$ cat src/rtl/srx_pkg.sv
// Package: shared types for the serial character receiver.
// Assumes: nothing beyond standard SystemVerilog.
package srx_pkg;

    // Receiver sequencing states
    typedef enum logic [1:0] {
        ST_IDLE  = 2'd0,
        ST_START = 2'd1,
        ST_DATA  = 2'd2,
        ST_STOP  = 2'd3
    } srx_state_t;

    // Stop-length selector codes
    localparam logic [1:0] STOP_ONE      = 2'd0;
    localparam logic [1:0] STOP_ONE_HALF = 2'd1;

endpackage

$ cat src/rtl/srx_sync.sv
// Module: srx_sync
// Purpose: brings the asynchronous serial input into the clock domain
// through a chain of flops.
// Assumes: STAGES >= 2; the reset value is the idle line level (high).
module srx_sync #(
    parameter int STAGES = 2
) (
    input  logic clk,
    input  logic rst_n,
    input  logic d_async,
    output logic q_sync
);

    logic [STAGES-1:0] chain;

    // Shift the line level through the synchronizer chain
    always_ff @(posedge clk) begin
        if (!rst_n) begin
            chain <= '1;
        end else begin
            chain <= {chain[STAGES-2:0], d_async};
        end
    end

    assign q_sync = chain[STAGES-1];

endmodule

$ cat src/rtl/srx_ctrl.sv
// Module: srx_ctrl
// Purpose: sequences start qualification, data sampling and the stop
// interval, all counted in oversample ticks.
// Assumes: OVS is even and >= 4; tick is a single-cycle enable; DW >= 3.
module srx_ctrl
    import srx_pkg::*;
#(
    parameter int OVS = 16,
    parameter int DW  = 8
) (
    input  logic       clk,
    input  logic       rst_n,
    input  logic       tick,
    input  logic       rx_s,
    input  logic       cfg_seven,
    input  logic [1:0] cfg_stop,
    output logic       sample_en,
    output logic       done,
    output logic       ferr_now,
    output logic       seven_q
);

    localparam int CW = $clog2(2 * OVS);
    localparam int BW = $clog2(DW);
    localparam logic [CW-1:0] HALF_M1 = CW'(OVS / 2 - 1);
    localparam logic [CW-1:0] FULL_M1 = CW'(OVS - 1);
    localparam logic [CW-1:0] ONEH_M1 = CW'(OVS + OVS / 2 - 1);
    localparam logic [CW-1:0] TWO_M1  = CW'(2 * OVS - 1);

    srx_state_t    state;
    logic [CW-1:0] cnt;
    logic [BW-1:0] bidx;
    logic [1:0]    stop_q;
    logic          ferr_q;
    logic [CW-1:0] stop_m1;
    logic [BW-1:0] last_idx;

    // Pick the last tick index of the stop interval from the latched code
    always_comb begin
        unique case (stop_q)
            STOP_ONE:      stop_m1 = FULL_M1;
            STOP_ONE_HALF: stop_m1 = ONEH_M1;
            default:       stop_m1 = TWO_M1;
        endcase
    end

    // Index of the final data bit for the latched length
    assign last_idx = seven_q ? BW'(DW - 2) : BW'(DW - 1);

    // Main sequencer: advances only on ticks
    always_ff @(posedge clk) begin
        if (!rst_n) begin
            state   <= ST_IDLE;
            cnt     <= '0;
            bidx    <= '0;
            seven_q <= 1'b0;
            stop_q  <= STOP_ONE;
            ferr_q  <= 1'b0;
        end else if (tick) begin
            unique case (state)
                ST_IDLE: begin
                    if (!rx_s) begin
                        state   <= ST_START;
                        cnt     <= '0;
                        seven_q <= cfg_seven;
                        stop_q  <= cfg_stop;
                    end
                end
                ST_START: begin
                    if (rx_s) begin
                        state <= ST_IDLE;
                    end else if (cnt == HALF_M1) begin
                        state <= ST_DATA;
                        cnt   <= '0;
                        bidx  <= '0;
                    end else begin
                        cnt <= cnt + 1'b1;
                    end
                end
                ST_DATA: begin
                    if (cnt == FULL_M1) begin
                        cnt <= '0;
                        if (bidx == last_idx) begin
                            state <= ST_STOP;
                        end else begin
                            bidx <= bidx + 1'b1;
                        end
                    end else begin
                        cnt <= cnt + 1'b1;
                    end
                end
                default: begin
                    if (cnt == FULL_M1) begin
                        ferr_q <= !rx_s;
                    end
                    if (cnt == stop_m1) begin
                        state <= ST_IDLE;
                        cnt   <= '0;
                    end else begin
                        cnt <= cnt + 1'b1;
                    end
                end
            endcase
        end
    end

    // Strobes toward the assembler
    assign sample_en = tick && (state == ST_DATA) && (cnt == FULL_M1);
    assign done      = tick && (state == ST_STOP) && (cnt == stop_m1);
    assign ferr_now  = (cnt == FULL_M1) ? !rx_s : ferr_q;

    AST_HOLD_WITHOUT_TICK: assert property (@(posedge clk) disable iff (!rst_n)
        !tick |=> ($stable(state) && $stable(cnt)));

    AST_START_QUALIFIED_LOW: assert property (@(posedge clk) disable iff (!rst_n)
        (state == ST_DATA && $past(state) == ST_START) |-> !$past(rx_s));

    AST_CFG_HELD_IN_FRAME: assert property (@(posedge clk) disable iff (!rst_n)
        (state != ST_IDLE) |=> ($stable(seven_q) && $stable(stop_q)));

endmodule

$ cat src/rtl/srx_assemble.sv
// Module: srx_assemble
// Purpose: shifts sampled bits in least significant first and publishes the
// character and error flag on the completion strobe.
// Assumes: sample_en and done are single-cycle and never coincide.
module srx_assemble #(
    parameter int DW = 8
) (
    input  logic          clk,
    input  logic          rst_n,
    input  logic          sample_en,
    input  logic          bit_in,
    input  logic          done,
    input  logic          ferr_in,
    input  logic          seven_q,
    output logic [DW-1:0] data_out,
    output logic          data_valid,
    output logic          frame_err
);

    logic [DW-1:0] shreg;

    // Shift register: new bit enters at the top, so the first bit ends lowest
    always_ff @(posedge clk) begin
        if (!rst_n) begin
            shreg <= '0;
        end else if (sample_en) begin
            shreg <= {bit_in, shreg[DW-1:1]};
        end
    end

    // Output register and strobes
    always_ff @(posedge clk) begin
        if (!rst_n) begin
            data_out   <= '0;
            data_valid <= 1'b0;
            frame_err  <= 1'b0;
        end else begin
            data_valid <= done;
            frame_err  <= done && ferr_in;
            if (done) begin
                data_out <= seven_q ? {1'b0, shreg[DW-1:1]} : shreg;
            end
        end
    end

    AST_VALID_ONE_CYCLE: assert property (@(posedge clk) disable iff (!rst_n)
        data_valid |=> !data_valid);

    AST_SEVEN_TOP_ZERO: assert property (@(posedge clk) disable iff (!rst_n)
        (data_valid && seven_q) |-> !data_out[DW-1]);

    AST_FERR_WITH_VALID: assert property (@(posedge clk) disable iff (!rst_n)
        frame_err |-> data_valid);

endmodule

$ cat src/rtl/serial_rx_core.sv
// Module: serial_rx_core
// Purpose: top of the oversampling serial receiver; wires the synchronizer,
// the tick sequencer and the character assembler.
// Assumes: OVS even and >= 4; tick from an external baud divider.
module serial_rx_core #(
    parameter int OVS         = 16,
    parameter int SYNC_STAGES = 2
) (
    input  logic       clk,
    input  logic       rst_n,
    input  logic       tick,
    input  logic       rx_in,
    input  logic       cfg_seven,
    input  logic [1:0] cfg_stop,
    output logic [7:0] data_out,
    output logic       data_valid,
    output logic       frame_err
);

    localparam int DW = 8;

    logic rx_s;
    logic sample_en;
    logic done;
    logic ferr_now;
    logic seven_q;

    srx_sync #(.STAGES(SYNC_STAGES)) u_sync (
        .clk     (clk),
        .rst_n   (rst_n),
        .d_async (rx_in),
        .q_sync  (rx_s)
    );

    srx_ctrl #(.OVS(OVS), .DW(DW)) u_ctrl (
        .clk       (clk),
        .rst_n     (rst_n),
        .tick      (tick),
        .rx_s      (rx_s),
        .cfg_seven (cfg_seven),
        .cfg_stop  (cfg_stop),
        .sample_en (sample_en),
        .done      (done),
        .ferr_now  (ferr_now),
        .seven_q   (seven_q)
    );

    srx_assemble #(.DW(DW)) u_asm (
        .clk        (clk),
        .rst_n      (rst_n),
        .sample_en  (sample_en),
        .bit_in     (rx_s),
        .done       (done),
        .ferr_in    (ferr_now),
        .seven_q    (seven_q),
        .data_out   (data_out),
        .data_valid (data_valid),
        .frame_err  (frame_err)
    );

    // the reset clears all outputs (checked at the ports by the bench)
    // stop lengths are decoded inside u_ctrl

endmodule

$ cat config.mk
export PLATFORM = sky130hd
export DESIGN_NAME = serial_rx_core
export DESIGN_NICKNAME = d
export VERILOG_FILES = /design/src/rtl/srx_pkg.sv /design/src/rtl/srx_sync.sv /design/src/rtl/srx_ctrl.sv /design/src/rtl/srx_assemble.sv /design/src/rtl/serial_rx_core.sv
export SDC_FILE = /design/constraint.sdc
export NUM_CORES = 1
export LEC_CHECK = 0
export BUFFER_PORTS_ARGS = -buffer_cell sky130_fd_sc_hd__buf_4
export CAP_MARGIN = 20
export CORE_UTILIZATION = 55
export CTS_CLUSTER_SIZE = 30
export DETAILED_ROUTE_END_ITERATION = 12
export PLACE_DENSITY = 0.75
export SLEW_MARGIN = 20
export SYNTH_ARGS = -nofsm -noshare
export SYNTH_HDL_FRONTEND = slang
export SYNTH_SLANG_ARGS = --single-unit
$ cat constraint.sdc
create_clock -name clk -period 2.8 [get_ports clk]
set_clock_uncertainty 0.05 [all_clocks]
set_input_delay 0.14 -clock clk [delete_from_list [all_inputs] [get_ports clk]]
set_output_delay 0.14 -clock clk [all_outputs]
set_load 0.03 [all_outputs]
# Word-level counts from Yosys, hierarchy flattened
# Cells that the tools add are included.
word_totals:
  ramBits: 0
  rom_bits: 0
  n_memories: 0
  latch_bits: 0
  register_bits: 34
  word_cells: 68
classes:
  order_cmp: 0
  n_bitwise: 2
  div: 0
  n_shift: 0
  muxes: 22
  multipliers: 0
  add_sub_neg: 2
  eq_ne: 15
  n_reduce_logical: 16
op_table:
  columns: ["operator", "n"]
  rows:
  - ["2-to-1 mux 5 bit", 5]
  - ["case mux 5 bit (3 select lines)", 1]
  - ["2-to-1 mux 2 bit", 6]
  - ["2-to-1 mux 3 bit", 4]
  - ["AND reduction 6 bit", 2]
  - ["case mux 5 bit (2 select lines)", 1]
  - ["2-to-1 mux 8 bit", 1]
  - ["inequality test 2 x 1 -> 1 bit (second input constant)", 3]
  - ["inequality test 2 bit (second input constant)", 3]
  - ["case mux 2 bit (3 select lines)", 1]
  - ["case mux 3 bit (2 select lines)", 1]
  - ["AND reduction 3 bit", 2]
  - ["adder 5 x 1 -> 5 bit (second input constant)", 1]
  - ["equality test 5 x 3 -> 1 bit (second input constant)", 1]
  - ["equality test 5 x 4 -> 1 bit (second input constant)", 1]
  - ["equality test 5 bit", 1]
  - ["logical AND 1 bit", 5]
  - ["equality test 2 x 1 -> 1 bit (second input constant)", 2]
  - ["equality test 2 bit (second input constant)", 2]
  - ["zero test 2 bit", 2]
  - ["nonzero test 4 bit", 1]
  - ["adder 3 x 1 -> 3 bit (second input constant)", 1]
  - ["equality test 3 bit", 1]
  - ["inequality test 3 x 2 -> 1 bit (second input constant)", 1]
  - ["6 further kinds", 8]

# Depth between registers and ports, before layout
# Gate-level depths: netlist (run 1).
depth:
  ltp_word: 5
  ltp_mapped: 9
  depth_no_buf: 8

# Modules after synthesis
# A second synthesis (run 1) with hierarchy kept.
unflattened:
  cells_unflattened: 164
  hier_area_um2: 1577.8
modules_own_cells:
  columns: ["module", "n_inst", "cells_each", "area_each_um2"]
  rows:
  - ["srx_ctrl", 1, 95, 808.3]
  - ["srx_assemble", 1, 65, 716.9]
  - ["srx_sync", 1, 4, 52.6]

# Worst setup path before layout (run 1)
# No wires, ideal clock.
synth_path:
  path_type: "register -> register"
  from: "register u_ctrl.cnt[0]"
  to: "register u_ctrl.bidx[0]"
  path_buffers: 1
  stages_incl_launch_ff: 10
  arrival_ps: 1795
  slack_ps: 883
  path_cell_list: "dfxtp_1 ha_1 nand3_1 inv_1 ha_1 and4b_1 buf_2 o21ai_0 o21ai_0 mux2i_1"
synth_via:
  elab_chain_len: 3
  word_cells_on_any_way: 5
  cone_classes: "4 x eq/ne; 1 x reduce/logical"
synth_lines:
  columns: ["element", "line_no", "source"]
  rows:
  - ["start, declared", "srx_ctrl.sv:31", "logic [CW-1:0] cnt;"]
  - ["start signal, assigned", "srx_ctrl.sv:77", "cnt <= cnt + 1'b1;"]
  - ["start signal, assigned", "srx_ctrl.sv:89", "cnt <= cnt + 1'b1;"]
  - ["start signal, assigned", "srx_ctrl.sv:100", "cnt <= cnt + 1'b1;"]
  - ["equality test 5 x 4 -> 1 bit or equality test 5 x 3 -> 1 bit (tied branches)", "srx_ctrl.sv:81, srx_ctrl.sv:72", null]
  - ["inequality test 2 x 1 -> 1 bit (no source line)", null, null]
  - ["AND reduction 6 bit (no source line) (*)", null, null]
  - ["end signal, assigned", "srx_ctrl.sv:86", "bidx <= bidx + 1'b1;"]
  - ["end, declared", "srx_ctrl.sv:32", "logic [BW-1:0] bidx;"]
# Mark *: on every way between the ends. The rest lies on a longest branch, timed or not.
# A chain may end at the register's enable or synchronous reset.

# Worst setup path after layout (run 1)
layout_path:
  from: "register u_ctrl.cnt[0]"
  to: "register u_ctrl.bidx[1]"
# Same word-level chain as after synthesis.

==> metrics.txt, run 1 <==
Fillers 233; cell area power density 440.7 nW/um2; Post-Route WL 3460 um; Yosys warning total 0; GP Congestion 0.8573; endpoints failing setup 0; detailed placer's ending HPWL 2306 um; WS Path Type flip-flop to flip-flop; DRT iter0 DRCs 65; highest clock rate 0.4305 GHz; Clock Latency Late Sink 0.34 ns; M2 GR Usage 0.3748; Net Switching 0.1942 mW; final setup TNS 0 ns; final hold vios 0; root buf cell clkbuf_4; layout cell share with drive strength beyond 1 0.1535; register area share after synthesis 0.4172; Core Box Area roughly 2800 um2; total leakage power a little under 0.7 nW; Slew Limit Fails 0; first-pass GRT wire length 5906 um; largest family of logic cells by synthesized area simple AND/OR/NAND/NOR gates; setup bufs post-CTS 0; share of power burned in combinational logic 0.049; Final WS setup 0.4770 ns; Antenna diodes 0; Die Span X 56.47 um; Compound-Gate Fraction of Synth Area 0.1802; Yosys cell types 43; Post-Syn Instances 182; critical path launch point type flip-flop; Setup crit end kind flip-flop; cts hold-fix bufs 6; TritonCTS clock tree yes; row count 19; VDD IR-drop max 0.4299 mV; vias per cell 5.936; cts repair resizes 0; Num CTS Buffers 5; Required @ worst endpoint 3.02 ns; grt total ovfl 0; initial antenna violation count 0; dominant synthesized flop cell dfxtp_1; vias in the first global route approximately 1.4k; Synth Area in Adders 0.03067; Layout Cells excl Fill approximately 230; port buffer count 16; Starting Density 0.5866; arrival time worst endpoint 2.54 ns; clock group share of total power 0.351; Boundary Pins 17; overall routing resource usage 0.2430; DP Worst Slack 0.5095 ns; period utilisation layout 0.8297; mux cell area share after synthesis 0.07975; final antenna-violating net count 0; die area 3188 um2; Clock Path Buffers 2; share of the synthesized area in the top cell type 0.4172; met3 Use GR 0.05300; Synth Area in Simple Gates 0.2339; sequential share of power 0.601; TritonRoute pass-1 iters 4; grt met1 use 0.2954; Post-Syn Area 1632 um2; number of synthesized flops with an enable pin 0; XOR/XNOR Fraction of Synth Area 0.01610; Worst Tran Pin Value 0.7389 ns; placed insts 219; top post-synthesis cells by area dfxtp_1 42%, mux2i_1 8.0%, a21oi_1 6.1%; RSZ-0062 raised after global routing no; Vias 1383; status completed; Int Pwr about 0.63 mW; Switching Fraction 0.2364; worst min path class primary input to flip-flop; largest net degree at the start of global routing 24; Post-synth ARST share 0; Max-Cap Viols 0; fin crit period 2.323 ns; CTS HTree Levels 2; Max-Slew Margin vs Limit 0.5068; Synth Area per Inst 8.965 um2; drc violations 0; Yosys reg bits 34; Num Clock Sinks 34; dominant cell type by area after synthesis dfxtp_1; Layout Nets 212; GRT busiest layer met2; DR WL/cell 14.85 um; total nets after synthesis 193; clk slew on worst S/H paths 0.11 ns; Vert. Die Dim 56.47 um; crit-path max FO 10; Synth-to-Final Area Change 14.26%
[path summary, 6_finish.rpt]
path	startpoint	endpoint	slack, ns	cells after the start
worst min register to register	u_asm.data_out[7]	u_asm.data_out[7]	0.42	2
worst max register to register	u_ctrl.cnt[0]	u_ctrl.bidx[1]	0.48	8
worst min-delay path	tick	u_ctrl.cnt[3]	0.16	4
worst max-delay path	u_ctrl.cnt[0]	u_ctrl.bidx[1]	0.48	8
[metal layers]
metal,vias up,part of all wire
li1,685,-
met1,650,0.44
met5,-,0
met3,16,0.032
met4,0,0.040
met2,32,0.49
[critical path, cell delays in order (launching register included)]
cell,delay (ns)
dfxtp_1,0.38
ha_1,0.30
nand3_1,0.14
inv_1,0.08
ha_1,0.26
and4b_1,0.44
o21ai_0,0.18
o21ai_0,0.19
mux2i_1,0.22
[power groups by stage]
stage / registers [mW] / clock network [mW] / logic [mW]
floorplan: 0.501 / 0 / 0.0248
global placement: 0.504 / 0 / 0.0313
detailed placement: 0.504 / 0 / 0.0324
CTS: 0.493 / 0.295 / 0.0390
global route: 0.494 / 0.319 / 0.0441
finish: 0.493 / 0.288 / 0.0401
[cell usage in the layout (no fill, tap or decap), types with 2 or more instances in the layout]
cell / instances
nand2_1: 25
a211oi_1: 6
o21ai_0: 3
nor2_1: 9
o211a_1: 3
dfxtp_1: 34
nor3_1: 4
a21oi_1: 20
o211ai_1: 2
and2_1: 3
clkbuf_4: 5
nand4_1: 2
inv_1: 5
mux2i_1: 13
nand3b_1: 3
dlygate4sd3_1: 6
nand3_1: 7
buf_4: 16
xnor2_1: 2
nand2b_1: 5
ha_1: 4
[flip-flops by register name (all words and copies together), names as in the netlist]
| name | flops |
|---|---|
| u_asm.data_valid | 1 |
| u_ctrl.cnt | 5 |
| u_asm.data_out | 8 |
| u_asm.frame_err | 1 |
| u_asm.shreg | 8 |
| u_sync.chain | 2 |
| u_ctrl.stop_q | 2 |
| u_ctrl.bidx | 3 |
| u_ctrl.seven_q | 1 |
| u_ctrl.state | 2 |
| u_ctrl.ferr_q | 1 |
[metrics by stage]
step	utilization	cell area, um2	hold slack (ns)	power (mW)
final	0.6703	1864	0.1577	0.8215
after global routing	0.6703	1864	0.1904	0.8575
after CTS	0.6703	1864	0.1600	0.8273
after detailed placement	0.6257	1740	0.2844	0.5367
after global placement	0.6257	1740	0.2734	0.5355
after floorplan	-	1632	0.1630	0.5259
[synth_stat cells, drive strengths merged (2+ instances only)]
| library cell | count |
|---|---|
| dfxtp | 34 |
| nand2 | 25 |
| a21oi | 20 |
| mux2i | 13 |
| nor2 | 10 |
| nand3 | 7 |
| a211oi | 6 |
| buf | 5 |
| clkbuf | 5 |
| inv | 5 |
| nand2b | 5 |
| ha | 4 |
| nor3 | 4 |
| o21ai | 4 |
| and2 | 3 |
| nand3b | 3 |
| o211a | 3 |
| and3 | 2 |
| nand4 | 2 |
| nor4b | 2 |
| o211ai | 2 |
| xnor2 | 2 |
[cell type report]
class | count | area, um2 | share of cell area
Inverter | 5 | 18.77 | 0.01007
Tap cell | 31 | 38.79 | 0.02081
Sequential cell | 34 | 680.7 | 0.3651
Clock inverter | 2 | 12.51 | 0.006711
Timing Repair Buffer | 22 | 180.2 | 0.09664
Multi-Input combinational cell | 133 | 882.1 | 0.4732
Clock buffer | 6 | 51.30 | 0.02752
[cell families (layout without fill, tap and decap cells)]
family          after synthesis  after routing
flops                        34             34
mux                          13             13
compound gates               44             44
simple gates                 69             69
fa+ha+maj                     4              4
xor+xnor                      3              3
buf+inv                      15             35
Note: power is estimated with default switching activity, not from simulation.
==> run 2: changes to the inputs <==
- clock period: 2.8 -> 2.34 ns (I/O delays scaled with it)
==> run 2 against run 1 <==
- final cell count increased by 1.7%
- sequential power increased by 19%
- worst setup slack got worse by 0.22 ns
- first-iteration DRC count decreased by 15%
- largest power group unchanged
==> metrics.txt, run 2 (same netlist as run 1, synthesis figures left out) <==
Max-Cap Viols 0 (unchanged); Die Span X 56.47 um (unchanged); Setup crit end kind flip-flop; Clock Path Buffers 2 (unchanged); arrival time worst endpoint 2.31 ns (-0.23 ns); fin crit period 2.085 ns (-0.2382 ns); sequential share of power 0.489 (-0.112); RR Endpoint u_ctrl.bidx[0]; cts repair resizes 0 (unchanged); Int Pwr 0.9700 mW (+55%); final setup TNS 0 ns (unchanged); clock group share of total power 0.469 (+0.118); Vias 1423 (+2.9%); crit-path cells ha_1 -> nand3_1 -> inv_1 -> ha_1 -> and4b_1 -> o21ai_0 -> o21ai_0 -> mux2i_1; TritonCTS clock tree yes; Clock Latency Late Sink 0.34 ns (about the same); hold endpoint u_ctrl.cnt[3]; DRT iter0 DRCs 55 (-15%); DR WL/cell 15.43 um (+3.9%); Max-Slew Margin vs Limit 0.5251 (+0.01821); Num Clock Sinks 34 (unchanged); Switching Fraction 0.1951 (-0.04130); Boundary Pins 17 (unchanged); CP bufs+invs 1 (unchanged); clk slew on worst S/H paths 0.11 ns (about the same); Starting Density 0.5866 (unchanged); period utilisation layout 0.8910 (+0.06130); vias in the first global route 1412 (+4.4%); root buf cell clkbuf_4; reg-to-reg startpoint u_ctrl.cnt[0]; port buffer count 16 (unchanged); CP max stage delay 0.38 ns (-0.06 ns); Net Switching 0.2351 mW (+21%); Post-Route WL 3656 um (+5.7%); initial antenna violation count 0 (unchanged); Crit-path slowest cell dfxtp_1; dpl cell area 1770 um2 (+1.7%); DP Worst Slack 0.3011 ns (-0.2084 ns); drc violations 0 (unchanged); crit-path max FO 7 (-3); VDD IR-drop max 0.5536 mV (+29%); row count 19 (unchanged); first-pass GRT wire length 6134 um (+3.9%); Required @ worst endpoint 2.56 ns (-0.46 ns); CTS HTree Levels 2 (unchanged); overall routing resource usage 0.2468 (+0.003866); Final WS setup 0.2551 ns (-0.2218 ns); cell area power density 620.6 nW/um2 (+41%); most frequent cells in the layout 34 x dfxtp_1, 25 x nand2_1, 20 x a21oi_1, 20 x buf_4, 13 x mux2i_1; Antenna diodes 0 (unchanged); Hold Path Depth 4 (unchanged); min-delay src tick; Synth-to-Final Area Change 19.02%; critical path launch point type flip-flop; share of power burned in combinational logic 0.043 (-0.006); internal reg-to-reg setup slack 0.26 ns (-0.22 ns); Largest delay share family, worst path adder cells; fin area 1942 um2 (+4.2%); Slew Limit Fails 0 (unchanged); detailed placer's ending HPWL 2576 um (+12%); Largest regs u_asm.data_out x8, u_asm.shreg x8, u_ctrl.cnt x5; final hold vios 0 (unchanged); layout cell share with drive strength beyond 1 0.1699 (+0.01644); Vert. Die Dim 56.47 um (unchanged); grt total ovfl 0 (unchanged); die area 3188 um2 (unchanged); RSZ-0062 raised after global routing no; TritonRoute pass-1 iters 4 (unchanged); highest clock rate 0.4796 GHz (+11%); Worst R2R Path Depth 8 (unchanged); largest net degree at the start of global routing 15 (-38%); Num CTS Buffers 5 (unchanged); most common cell after layout, fill and taps aside dfxtp_1; endpoints failing setup 0 (unchanged); status completed; WS Path Type flip-flop to flip-flop; worst min path class primary input to flip-flop; Layout Nets 216 (+1.9%); total leakage power 0.7273 nW (+6.6%); vias per cell 6.004 (+1.2%); Core Box Area 2781 um2 (unchanged); final antenna-violating net count 0 (unchanged); GP Congestion 0.8423 (-1.7%); Worst Tran Pin Value 0.7032 ns (-0.03571 ns)
==> run 2: power by group through the flow <==
stage / logic, mW / registers [mW] / clock network [mW]
finish: 0.0516 / 0.589 / 0.565
global route: 0.0559 / 0.590 / 0.589
CTS: 0.0505 / 0.589 / 0.570
detailed placement: 0.0425 / 0.602 / 0
global placement: 0.0407 / 0.602 / 0
floorplan: 0.0297 / 0.600 / 0
==> run 2: worst min-delay path, cell delays in order <==
cell	delay, ns
buf_4	0.14
nand3_1	0.09
xor2_1	0.06
nor2_1	0.09
==> run 2: how the worst max path moves through the flow <==
stage / start / end / cells past startpoint
after floorplan: u_ctrl.cnt[0] / u_ctrl.bidx[0] / 9
after global placement: u_ctrl.cnt[0] / u_ctrl.bidx[0] / 8
after detailed placement: u_ctrl.cnt[0] / u_ctrl.bidx[0] / 8
after CTS: u_ctrl.cnt[0] / u_ctrl.bidx[0] / 8
after global routing: u_ctrl.cnt[0] / u_ctrl.bidx[0] / 8
final: u_ctrl.cnt[0] / u_ctrl.bidx[0] / 8
==> run 2: what timing repair did <==
item                                   in CTS  in global routing
buffers inserted                            0                  0
hold buffers                                6                  0
endpoints found under the hold margin       5                  0
setup endpoints to repair                   0                  0
==> run 2: routing by layer <==
| metal | share of wire | track usage | vias up |
|---|---|---|---|
| met5 | 0 | 0 | - |
| met3 | 0.040 | 0.07143 | 8 |
| met4 | 0.020 | 0.1498 | 0 |
| met1 | 0.43 | 0.2928 | 685 |
| li1 | - | - | 699 |
| met2 | 0.51 | 0.3916 | 31 |
==> run 2: metrics by stage <==
stage,hold slack (ns),power (mW),util,cells
after global placement,0.2502,0.6425,0.6365,223
after detailed placement,0.2541,0.6445,0.6365,223
after CTS,0.1435,1.209,0.6982,237
after global routing,0.1467,1.235,0.6982,237
final,0.1356,1.205,0.6982,237
after floorplan,0.1400,0.6293,-,182
==> run 2: final cells by class <==
cell class                      count  area (um2)
Fill cell                         202       839.6
Timing Repair Buffer               26       210.2
Multi-Input combinational cell    133       882.1
Inverter                            5       18.77
Tap cell                           31       38.79
Clock buffer                        6       51.30
Sequential cell                    34       680.7
Clock inverter                      2       60.06
==> run 3: changes to the inputs <==
- CELL_PAD_IN_SITES_DETAIL_PLACEMENT: default -> 0
- CELL_PAD_IN_SITES_GLOBAL_PLACEMENT: default -> 1
- CORE_UTILIZATION: 55 -> 44
- PLACE_DENSITY: 0.75 -> default
- PLACE_DENSITY_LB_ADDON: default -> 0.1
- REMOVE_ABC_BUFFERS: default -> 1
==> run 3 against run 2 <==
- final cell count is 4.2% higher
- maximum frequency grew 4.9%
- combinational power shrank 15%
- first-iteration DRC count rose by 44%
- routed wire length decreased by 8.9%
==> metrics.txt, run 3 (same netlist as run 1, synthesis figures left out) <==
drc violations 0 (unchanged); arrival time worst endpoint 2.15 ns (-0.16 ns); Crit-path slowest cell dfxtp_1; final setup TNS 0 ns (unchanged); Post-Route WL 3331 um (-8.9%); detailed placer's ending HPWL 2402 um (-6.8%); Fillers 327 (+62%); CP max stage delay 0.37 ns (about the same); crit-path max FO 7 (unchanged); row count 21 (+2); first-pass GRT wire length 5589 um (-8.9%); Core Box Area 3442 um2 (+24%); Worst Tran Pin Value 0.5930 ns (-0.1102 ns); fin crit period 1.988 ns (-0.09732 ns); Antenna diodes 0 (unchanged); setup bufs post-CTS 0 (unchanged); total leakage power 0.6976 nW (-4.1%); largest net degree at the start of global routing 16 (+1); overall routing resource usage 0.1830 (-0.06387); cts repair resizes 0 (unchanged); total power 1.072 mW (-11%); Synth-to-Final Area Change 15.87%; DR WL/cell 13.49 um (-13%); Boundary Pins 17 (unchanged); layout cell share with drive strength beyond 1 0.1692 (-0.0007487); Starting Density 0.4740 (-0.1126); Vert. Die Dim 62.90 um (+11%); die area 3956 um2 (+24%); DRT iter0 DRCs 79 (+44%); root buf cell clkbuf_8; RSZ-0062 raised after global routing no; Vias 1336 (-6.1%); final hold vios 0 (unchanged); Num Clock Sinks 34 (unchanged); RR Endpoint u_ctrl.bidx[1]; TritonCTS clock tree yes; CTS HTree Levels 2 (unchanged); cell area power density 567.1 nW/um2 (-8.6%); Slew Limit Fails 0 (unchanged); crit-path cells ha_1 -> nand3_1 -> inv_1 -> ha_1 -> and4b_1 -> o21ai_0 -> o21ai_0 -> mux2i_1; Hold Path Depth 3 (-1); Max-Cap Viols 0 (unchanged); most common cell after layout, fill and taps aside dfxtp_1; Layout Nets 211 (-2.3%); grt total ovfl 0 (unchanged); Worst R2R Path Depth 8 (unchanged); GP Congestion 0.8102 (-3.8%); reg-to-reg startpoint u_ctrl.cnt[0]; Clock Latency Late Sink 0.28 ns (-0.06 ns); worst min path class primary input to flip-flop; Largest regs u_asm.data_out x8, u_asm.shreg x8, u_ctrl.cnt x5; clk slew on worst S/H paths 0.07 ns (-0.04 ns); critical path launch point type flip-flop; hold endpoint u_ctrl.stop_q[1]; Die Span X 62.90 um (+11%); Setup crit end kind flip-flop; status completed; area of the multi-input gates 882.1 um2 (unchanged); min-delay src cfg_stop[1]; Final WS setup 0.3525 ns (+0.09732 ns); period utilisation layout 0.8494 (-0.04159); vias in the first global route 1204 (-15%); internal reg-to-reg setup slack 0.35 ns (+0.10 ns); Num CTS Buffers 5 (unchanged); VDD IR-drop max 0.4050 mV (-27%); FF/Latch Area 680.7 um2 (unchanged); highest clock rate 0.5031 GHz (+4.9%); endpoints failing setup 0 (unchanged); Core Util, Final 0.5493 (-0.1489); Required @ worst endpoint 2.50 ns (-0.06 ns); Max-Slew Margin vs Limit 0.5995 (+0.07444); final antenna-violating net count 0 (unchanged); port buffer count 16 (unchanged); vias per cell 5.409 (-9.9%); WS Path Type flip-flop to flip-flop; Clock Path Buffers 2 (unchanged); initial antenna violation count 0 (unchanged); TritonRoute pass-1 iters 4 (unchanged); most frequent cells in the layout 34 x dfxtp_1, 25 x nand2_1, 20 x a21oi_1, 20 x buf_4, 13 x mux2i_1; DP Worst Slack 0.3656 ns (+0.06449 ns)
[run 3: worst max path at each step]
stage                     cells past startpoint              to          start  slack [ns]
final                                         8  u_ctrl.bidx[1]  u_ctrl.cnt[0]        0.35
after global routing                          8  u_ctrl.bidx[0]  u_ctrl.cnt[0]        0.11
after CTS                                     8  u_ctrl.bidx[1]  u_ctrl.cnt[0]        0.35
after detailed placement                      8  u_ctrl.bidx[1]  u_ctrl.cnt[0]        0.37
after global placement                        8  u_ctrl.bidx[0]  u_ctrl.cnt[0]        0.46
after floorplan                               8  u_ctrl.bidx[0]  u_ctrl.cnt[0]        0.38
[run 3: area by class of cell]
class / count / share of cell area
clock buffer: 7 / 0.04567
clock inverter: 1 / 0.002647
inverter: 5 / 0.009927
multi-input combinational: 133 / 0.4666
sequential: 34 / 0.3600
tap: 46 / 0.03044
timing repair buffer: 21 / 0.08471
[run 3: report_power, final]
part	switching, mW	internal, mW	total (mW)
Sequential	0.00598	0.583	0.589
Clock	0.202	0.237	0.439
Combinational	0.0246	0.0194	0.0440
[run 3: worst max-delay path, delay by kind of cell, from the launching register on]
kind                     cells  cell delay, ns
AO/OA/AOI/OAI                2            0.29
adder cells (fa/ha/maj)      2            0.55
flip-flops                   1            0.37
multiplexers                 1            0.22
AND/OR/NAND/NOR              2            0.37
buffers and inverters        1            0.08
[run 3: layer usage]
layer  part of all wire  global-route usage
met5                  0                   0
met4              0.012             0.06977
met3              0.032             0.04745
met2               0.45              0.3011
met1               0.50              0.2264
[run 3: repair_timing]
action,CTS,global route
endpoints found under the hold margin,1,0
setup endpoints to repair,0,0
hold buffers,1,0
[run 3: stage by stage]
| stage | hold slack, ns | area, um2 | cells |
|---|---|---|---|
| after floorplan | 0.1400 | 1582 | 172 |
| after global placement | 0.2507 | 1789 | 238 |
| after detailed placement | 0.2588 | 1789 | 238 |
| after CTS | 0.02509 | 1891 | 247 |
| after global routing | 0.04024 | 1891 | 247 |
| final | 0.02994 | 1891 | 247 |
